<file path="src/rtl/adcout_pkg.sv">
// Shared types and decode helpers for the dual-channel output controller.
// Assumes the format code is two bits: bit 1 picks two's complement.
package adcout_pkg;

    typedef enum logic [1:0] {
        PWR_RUN   = 2'd0,
        PWR_NAP   = 2'd1,
        PWR_SLEEP = 2'd2
    } pwr_t;

    // Two's complement is selected by the upper bit of the code.
    function automatic logic fmt_is_tc(input logic [1:0] code);
        return code[1];
    endfunction

    // Stabilizer is on for the two middle codes.
    function automatic logic fmt_stab(input logic [1:0] code);
        return code[1] ^ code[0];
    endfunction

endpackage

</file>
<file path="src/rtl/adcout_fmt.sv">
// Converts one offset-binary word to the selected output format.
// Assumes DW >= 2; two's complement is the MSB inverted.
module adcout_fmt #(
    parameter int DW = 12
) (
    input  logic [DW-1:0] raw,
    input  logic          to_tc,
    output logic [DW-1:0] fmt
);
    // Invert the sign position only when two's complement is requested.
    always_comb begin
        fmt         = raw;
        fmt[DW-1]   = raw[DW-1] ^ to_tc;
    end
endmodule

</file>
<file path="src/rtl/adcout_pwr.sv">
// Per-channel power state and wake-up recovery counter.
// Shutdown low = run; shutdown high with disable high = sleep, else nap.
// The counter is reloaded on every low-power cycle and counts down in run;
// valid is high only in run with the counter at zero.
module adcout_pwr #(
    parameter int NAP_CYC   = 100,
    parameter int SLEEP_CYC = 1500
) (
    input  logic clk,
    input  logic rst_n,
    input  logic shdn,
    input  logic out_off,
    output logic awake,
    output logic valid
);
    import adcout_pkg::*;

    localparam int MAXC = (NAP_CYC > SLEEP_CYC) ? NAP_CYC : SLEEP_CYC;
    localparam int CW   = $clog2(MAXC + 1);

    pwr_t          state;
    logic [CW-1:0] cnt;

    // Track the requested power state and load or run the recovery count.
    always_ff @(posedge clk) begin
        if (!rst_n) begin
            state <= PWR_RUN;
            cnt   <= '0;
        end else if (shdn) begin
            state <= out_off ? PWR_SLEEP : PWR_NAP;
            cnt   <= out_off ? CW'(SLEEP_CYC) : CW'(NAP_CYC);
        end else begin
            state <= PWR_RUN;
            if (cnt != '0)
                cnt <= cnt - 1'b1;
        end
    end

    assign awake = (state == PWR_RUN);
    assign valid = awake && (cnt == '0);
endmodule

</file>
<file path="src/rtl/adcout_clkdly.sv">
// Delays a clock-like level by DLY sample-clock edges.
// Assumes the input changes no faster than the sample clock.
module adcout_clkdly #(
    parameter int DLY = 2
) (
    input  logic clk,
    input  logic rst_n,
    input  logic din,
    output logic dout
);
    generate
        if (DLY == 0) begin : g_none
            assign dout = din;
        end else if (DLY == 1) begin : g_one
            logic r;
            // Single-stage delay register.
            always_ff @(posedge clk) begin
                if (!rst_n) r <= 1'b0;
                else        r <= din;
            end
            assign dout = r;
        end else begin : g_chain
            logic [DLY-1:0] sr;
            // Shift the level through DLY stages.
            always_ff @(posedge clk) begin
                if (!rst_n) sr <= '0;
                else        sr <= {sr[DLY-2:0], din};
            end
            assign dout = sr[DLY-1];
        end
    endgenerate
endmodule

</file>
<file path="src/rtl/dual_adc_out_ctrl.sv">
// Output stage of a two-channel converter: format select, bus swap,
// shared overflow, per-channel power states and a delayed clock output.
// Index 0 is channel A, index 1 channel B. Each bus's drive enable follows
// the power and disable controls of the channel of the same letter.
module dual_adc_out_ctrl #(
    parameter int DW        = 12,
    parameter int NAP_CYC   = 100,
    parameter int SLEEP_CYC = 1500,
    parameter int CLK_DLY   = 2
) (
    input  logic          clk,
    input  logic          rst_n,
    input  logic [1:0]    fmt_sel,
    input  logic          mux_sel,
    input  logic [DW-1:0] a_samp,
    input  logic          a_ovr,
    input  logic          a_und,
    input  logic [DW-1:0] b_samp,
    input  logic          b_ovr,
    input  logic          b_und,
    input  logic          a_shdn,
    input  logic          a_out_off,
    input  logic          b_shdn,
    input  logic          b_out_off,
    input  logic          clkb_in,
    output logic [DW-1:0] bus_a,
    output logic          bus_a_drv,
    output logic [DW-1:0] bus_b,
    output logic          bus_b_drv,
    output logic          ovf,
    output logic          ovf_drv,
    output logic          stab_on,
    output logic          a_valid,
    output logic          b_valid,
    output logic          clk_out,
    output logic          clk_out_drv
);
    import adcout_pkg::*;

    localparam int NCH = 2;

    logic [NCH-1:0][DW-1:0] raw;
    logic [NCH-1:0][DW-1:0] fmtd;
    logic [NCH-1:0]         shdn_v, off_v, awake, valid;
    logic [NCH-1:0]         off_q;
    logic [DW-1:0]          bus_a_q, bus_b_q;
    logic                   ovf_q, stab_q, clk_dly;
    logic                   to_tc;

    assign raw[0]    = a_samp;
    assign raw[1]    = b_samp;
    assign shdn_v[0] = a_shdn;
    assign shdn_v[1] = b_shdn;
    assign off_v[0]  = a_out_off;
    assign off_v[1]  = b_out_off;
    assign to_tc     = fmt_is_tc(fmt_sel);

    generate
        for (genvar ch = 0; ch < NCH; ch++) begin : g_ch
            adcout_fmt #(.DW(DW)) u_fmt (
                .raw   (raw[ch]),
                .to_tc (to_tc),
                .fmt   (fmtd[ch])
            );
            adcout_pwr #(.NAP_CYC(NAP_CYC), .SLEEP_CYC(SLEEP_CYC)) u_pwr (
                .clk     (clk),
                .rst_n   (rst_n),
                .shdn    (shdn_v[ch]),
                .out_off (off_v[ch]),
                .awake   (awake[ch]),
                .valid   (valid[ch])
            );
        end
    endgenerate

    // Register routed data, the raw overflow, stabilizer and disable levels.
    always_ff @(posedge clk) begin
        if (!rst_n) begin
            bus_a_q <= '0;
            bus_b_q <= '0;
            ovf_q   <= 1'b0;
            stab_q  <= 1'b0;
            off_q   <= '0;
        end else begin
            bus_a_q <= mux_sel ? fmtd[0] : fmtd[1];
            bus_b_q <= mux_sel ? fmtd[1] : fmtd[0];
            ovf_q   <= a_ovr | a_und | b_ovr | b_und;
            stab_q  <= fmt_stab(fmt_sel);
            off_q   <= off_v;
        end
    end

    adcout_clkdly #(.DLY(CLK_DLY)) u_clkdly (
        .clk   (clk),
        .rst_n (rst_n),
        .din   (clkb_in),
        .dout  (clk_dly)
    );

    assign bus_a       = bus_a_q;
    assign bus_b       = bus_b_q;
    assign bus_a_drv   = awake[0] && !off_q[0];
    assign bus_b_drv   = awake[1] && !off_q[1];
    assign ovf         = ovf_q && awake[0];
    assign ovf_drv     = awake[0] && !off_q[0];
    assign stab_on     = stab_q;
    assign a_valid     = valid[0];
    assign b_valid     = valid[1];
    assign clk_out     = clk_dly && awake[1];
    assign clk_out_drv = awake[1];
endmodule

</file>
<file path="config.mk">
export PLATFORM = sky130hd
export DESIGN_NAME = dual_adc_out_ctrl
export DESIGN_NICKNAME = d
export VERILOG_FILES = /design/src/rtl/adcout_pkg.sv /design/src/rtl/adcout_fmt.sv /design/src/rtl/adcout_pwr.sv /design/src/rtl/adcout_clkdly.sv /design/src/rtl/dual_adc_out_ctrl.sv
export SDC_FILE = /design/constraint.sdc
export NUM_CORES = 1
export LEC_CHECK = 0
export BUFFER_PORTS_ARGS = -buffer_cell sky130_fd_sc_hd__buf_2
export CORE_MARGIN = 3
export CORE_UTILIZATION = 54
export CTS_BUF_LIST = sky130_fd_sc_hd__clkbuf_2
export DETAILED_ROUTE_END_ITERATION = 8
export GPL_ROUTABILITY_DRIVEN = 0
export PLACE_DENSITY = 0.82
export REMOVE_ABC_BUFFERS = 1
export SLEW_MARGIN = 20
export SYNTH_ARGS = -nofsm -noshare
export SYNTH_HDL_FRONTEND = slang
export SYNTH_HIERARCHICAL = 1
export SYNTH_SLANG_ARGS = --single-unit
</file>
<file path="constraint.sdc">
create_clock -name clk -period 1.7 [get_ports clk]
set_input_delay 0.085 -clock clk [delete_from_list [all_inputs] [get_ports clk]]
set_output_delay 0.085 -clock clk [all_outputs]
set_load 0.01 [all_outputs]
</file>
==> metrics.md <==
| Metric | Value |
|---|---|
| Worst path arrival time | about 1.6 ns |
| Clk pin slew, worst setup/hold paths | around 0.27 ns |
| Post-Syn Area per Cell | 9.91 um2 |
| Share of post-route cells with drive strength above 1 | 0.296 |
| Startpoint types | flop |
| I/O Pins | 71 |
| Via density | ~5.1 |
| Overflow after GRT | 0 |
| Critical path class | reg2out |
| Metal2 WL | between 3000 and 4000 um |
| Largest delay contributor family on the critical path | simple AND/OR/NAND/NOR gates |
| Peak VDD IR | 0.584 mV |
| Final Skew | 0.0174 ns |
| Hold crit path type | in2reg |
| Hold slack | approximately 0.06 ns |
| Die H | 74.1 um |
| Vias | between 2k and 2.5k |
| Max incr delay on CP | 0.42 ns |
| Final ANT Viol Nets | 0 |
| DP Area | around 2700 um2 |
| Initial Util | 0.568 |
| Cell Rows | 24 |
| Die ar. | 5490 um2 |
| Fin area | around 3400 um2 |
| Post-layout min period | 1.70 ns |
| Post-Place Worst Slack | between 0.15 and 0.2 ns |
| Top cells by area, synth | dfxtp_1, mux2i_1, nor2b_1 |
| CP bufs+invs | 1 |
| Area Growth Syn to Fin | 35.2% |
| R2r worst-path depth | 6 |
| Leakage power | 0.00158 uW |
| Initial antenna violation count | 0 |
| Yosys warnings | 6 |
| Final Net Count | 401 |
| HPWL after DPL | about 3400 um |
| Core area | approximately 4400 um2 |
| MaxCap Viol Count | 0 |
| CTS tree | yes |
| Initial DRT Pass Iterations | 4 |
| Final Max Slew Viols | 0 |
| Hold Crit Depth | 4 |
| M1 WL | around 2400 um |
| Clock insertion delay at the later pin of the skew report | between 0.4 and 0.5 ns |
| DRC | 0 |
| Max layer used | met4 |
| RSZ-0062 raised after global routing | true |
| CP Max Fanout | 4 |
| Worst path cell trace | nor4_4 -> nand4_4 -> nor3_2 -> buf_2 |
| Max clock buf depth | 2 |
| Ant diodes | 0 |
| Worst Path Required | 1.62 ns |
| Num CTS Buffers | 5 |
| Sink Count | 56 |
| # setup viols final | 1 |
| Synth cell types | 33 |
| Worst Setup End Kind | primary output |
| Power per cell area | between 800 and 900 nW/um2 |
| Peak Freq | about 0.6 GHz |
| Tightest Pin Transition | 0.697 ns |
| Period utilization | 1.00 |
| Headroom to the max-slew limit | 0.535 |
| Area leader, netlist | dfxtp_1 |
| Synthesized cell area | ~2500 um2 |
| Wirelength per Cell | around 15 um |
| Cells after Synth | ~250 |
| WL final | around 6100 um |
| Sequential fraction of the synthesis area | 0.447 |
| Vias in the first global route | approximately 2.1k |
| PnR worst setup slack | -0.00251 ns |
| Area share of the largest cell type after synthesis | 0.447 |
| Final Hold Viols | 0 |
| Worst path slowest cell | dfxtp_2 |
| Status | finished with violations |
| GRT Util Overall | 0.235 |
| Met3 wire length | roughly 440 um |
| Iter 0 DRT Violations | ~180 |
| Largest net degree at the start of global routing | 29 |
| I/O Buffers | 70 |
| First-pass GRT wire length | between 9000 and 10000 um |
| Seq cells post-synth | 56 |
| H-tree depth | 2 |
| CTS root buffer | clkbuf_2 |
| Failing checks | negative setup slack |
| Critical path depth | 4 |
| Setup TNS | -0.00251 ns |
| Width of the die | roughly 74 um |
[area by class of cell]
cell class                 count  area (um2)
inverter                       8        30.0
tap                           52        65.1
clock inverter                 2        35.0
clock buffer                   6        30.0
timing repair buffer         129         916
multi-input combinational    161        1180
fill                         288        1030
sequential                    56        1130
[flip-flops by register name (all words and copies together) (netlist names)]
signal and cells:
ovf_q 1, bus_b 12, g_ch.u_pwr/cnt 22, bus_a 12, stab_on 1, off_q 2
g_ch.u_pwr/state 4, u_clkdly/g_chain.sr 2
[repair_timing]
item | 4_1_cts | 5_1_grt
hold endpoints to repair | 42 | 0
pin swaps | 4 | 1
resized for setup | 15 | 4
endpoints found under the setup margin | 2 | 3
hold buffers | 49 | 0
buffers inserted | 7 | 1
[worst register-to-register path: stages, from the launching register on]
cell and delay (ns):
dfxtp_2 0.42, nor4_4 0.35, buf_4 0.16, buf_4 0.11
nand2_2 0.06, or3b_1 0.37, a21boi_1 0.15
[per-stage QoR]
stage          utilization  total power [uW]  std cells
3_5_place_dp         0.613              2070        349
4_1_cts              0.764              2880        413
3_3_place_gp         0.613              2050        349
5_1_grt              0.768              3050        414
6_report             0.768              2910        414
2_1_floorplan            -              1860        225
[Yosys cell counts]
master and instances:
a21oi_1 2, o22ai_1 2, a211oi_1 2, o211ai_1 2
mux2i_1 26, xor2_1 9, nor2_1 16, nand2b_1 4
a311oi_1 2, nand4_2 2, o21ai_0 8, ha_1 2
buf_12 2, buf_4 23, nor3_1 10, nand3_1 4
buf_6 1, nand3b_1 2, nor4_4 2, buf_2 1
o41a_1 1, nor2b_1 28, nand2_2 2, nor3b_1 2
a21boi_1 2, o31ai_1 2, and2_1 7, xnor2_1 6
dfxtp_1 56, nand2_1 14, clkbuf_1 1, or3b_1 2
inv_1 8
[metal layers]
layer,global-route usage,vias up
met2,0.425,76
met1,0.265,969
met5,0,-
li1,-,1040
met4,0.0664,0
met3,0.0730,14
[power breakdown]
part | internal [uW] | leakage [uW] | switching, uW | total, uW
clock | 252 | 0.0000430 | 404 | 656
sequential | 1430 | 0.000468 | 97.1 | 1520
combinational | 395 | 0.00107 | 339 | 734
total | 2070 | 0.00158 | 840 | 2910
[kinds of logic (layout without fill, tap and decap cells)]
logic type	count (synthesis)	in the layout	synth area share
AND/OR/NAND/NOR	95	95	0.221
flip-flops	56	56	0.447
buffers and inverters	36	145	0.105
multiplexers	26	26	0.104
AO/OA/AOI/OAI	23	23	0.0604
XOR/XNOR	15	15	0.0524
adder cells (fa/ha/maj)	2	2	0.00998
[layout by cell type, fill, tap and decap left out, types with 4 or more instances in the layout]
cell	Yosys	routed
dfxtp_2	0	5
mux2i_1	26	26
nand2b_1	4	4
xnor2_1	6	6
nand3_1	4	4
nor3_1	10	6
buf_2	1	70
clkbuf_2	0	6
dlygate4sd3_1	0	49
dfxtp_1	56	49
and2_1	7	7
nor2_1	16	16
o21ai_0	8	8
inv_1	8	8
nand2_1	14	14
buf_4	23	10
nor2b_1	28	28
xor2_1	9	9
[final timing paths]
| kind | slack (ns) | startpoint | end |
|---|---|---|---|
| min reg2reg | 0.48 | u_clkdly/g_chain.sr[0]$_SDFF_PN0_ | u_clkdly/g_chain.sr[1]$_SDFF_PN0_ |
| max reg2reg | 0.03 | g_ch[0].u_pwr/cnt[3]$_SDFFE_PN0P_ | g_ch[0].u_pwr/cnt[6]$_SDFFE_PN0P_ |
| max | -0.003 | g_ch[0].u_pwr/cnt[3]$_SDFFE_PN0P_ | a_valid |
| min | 0.06 | fmt_sel[1] | bus_b[11]$_SDFF_PN0_ |
(Power assumes the default switching activity.)
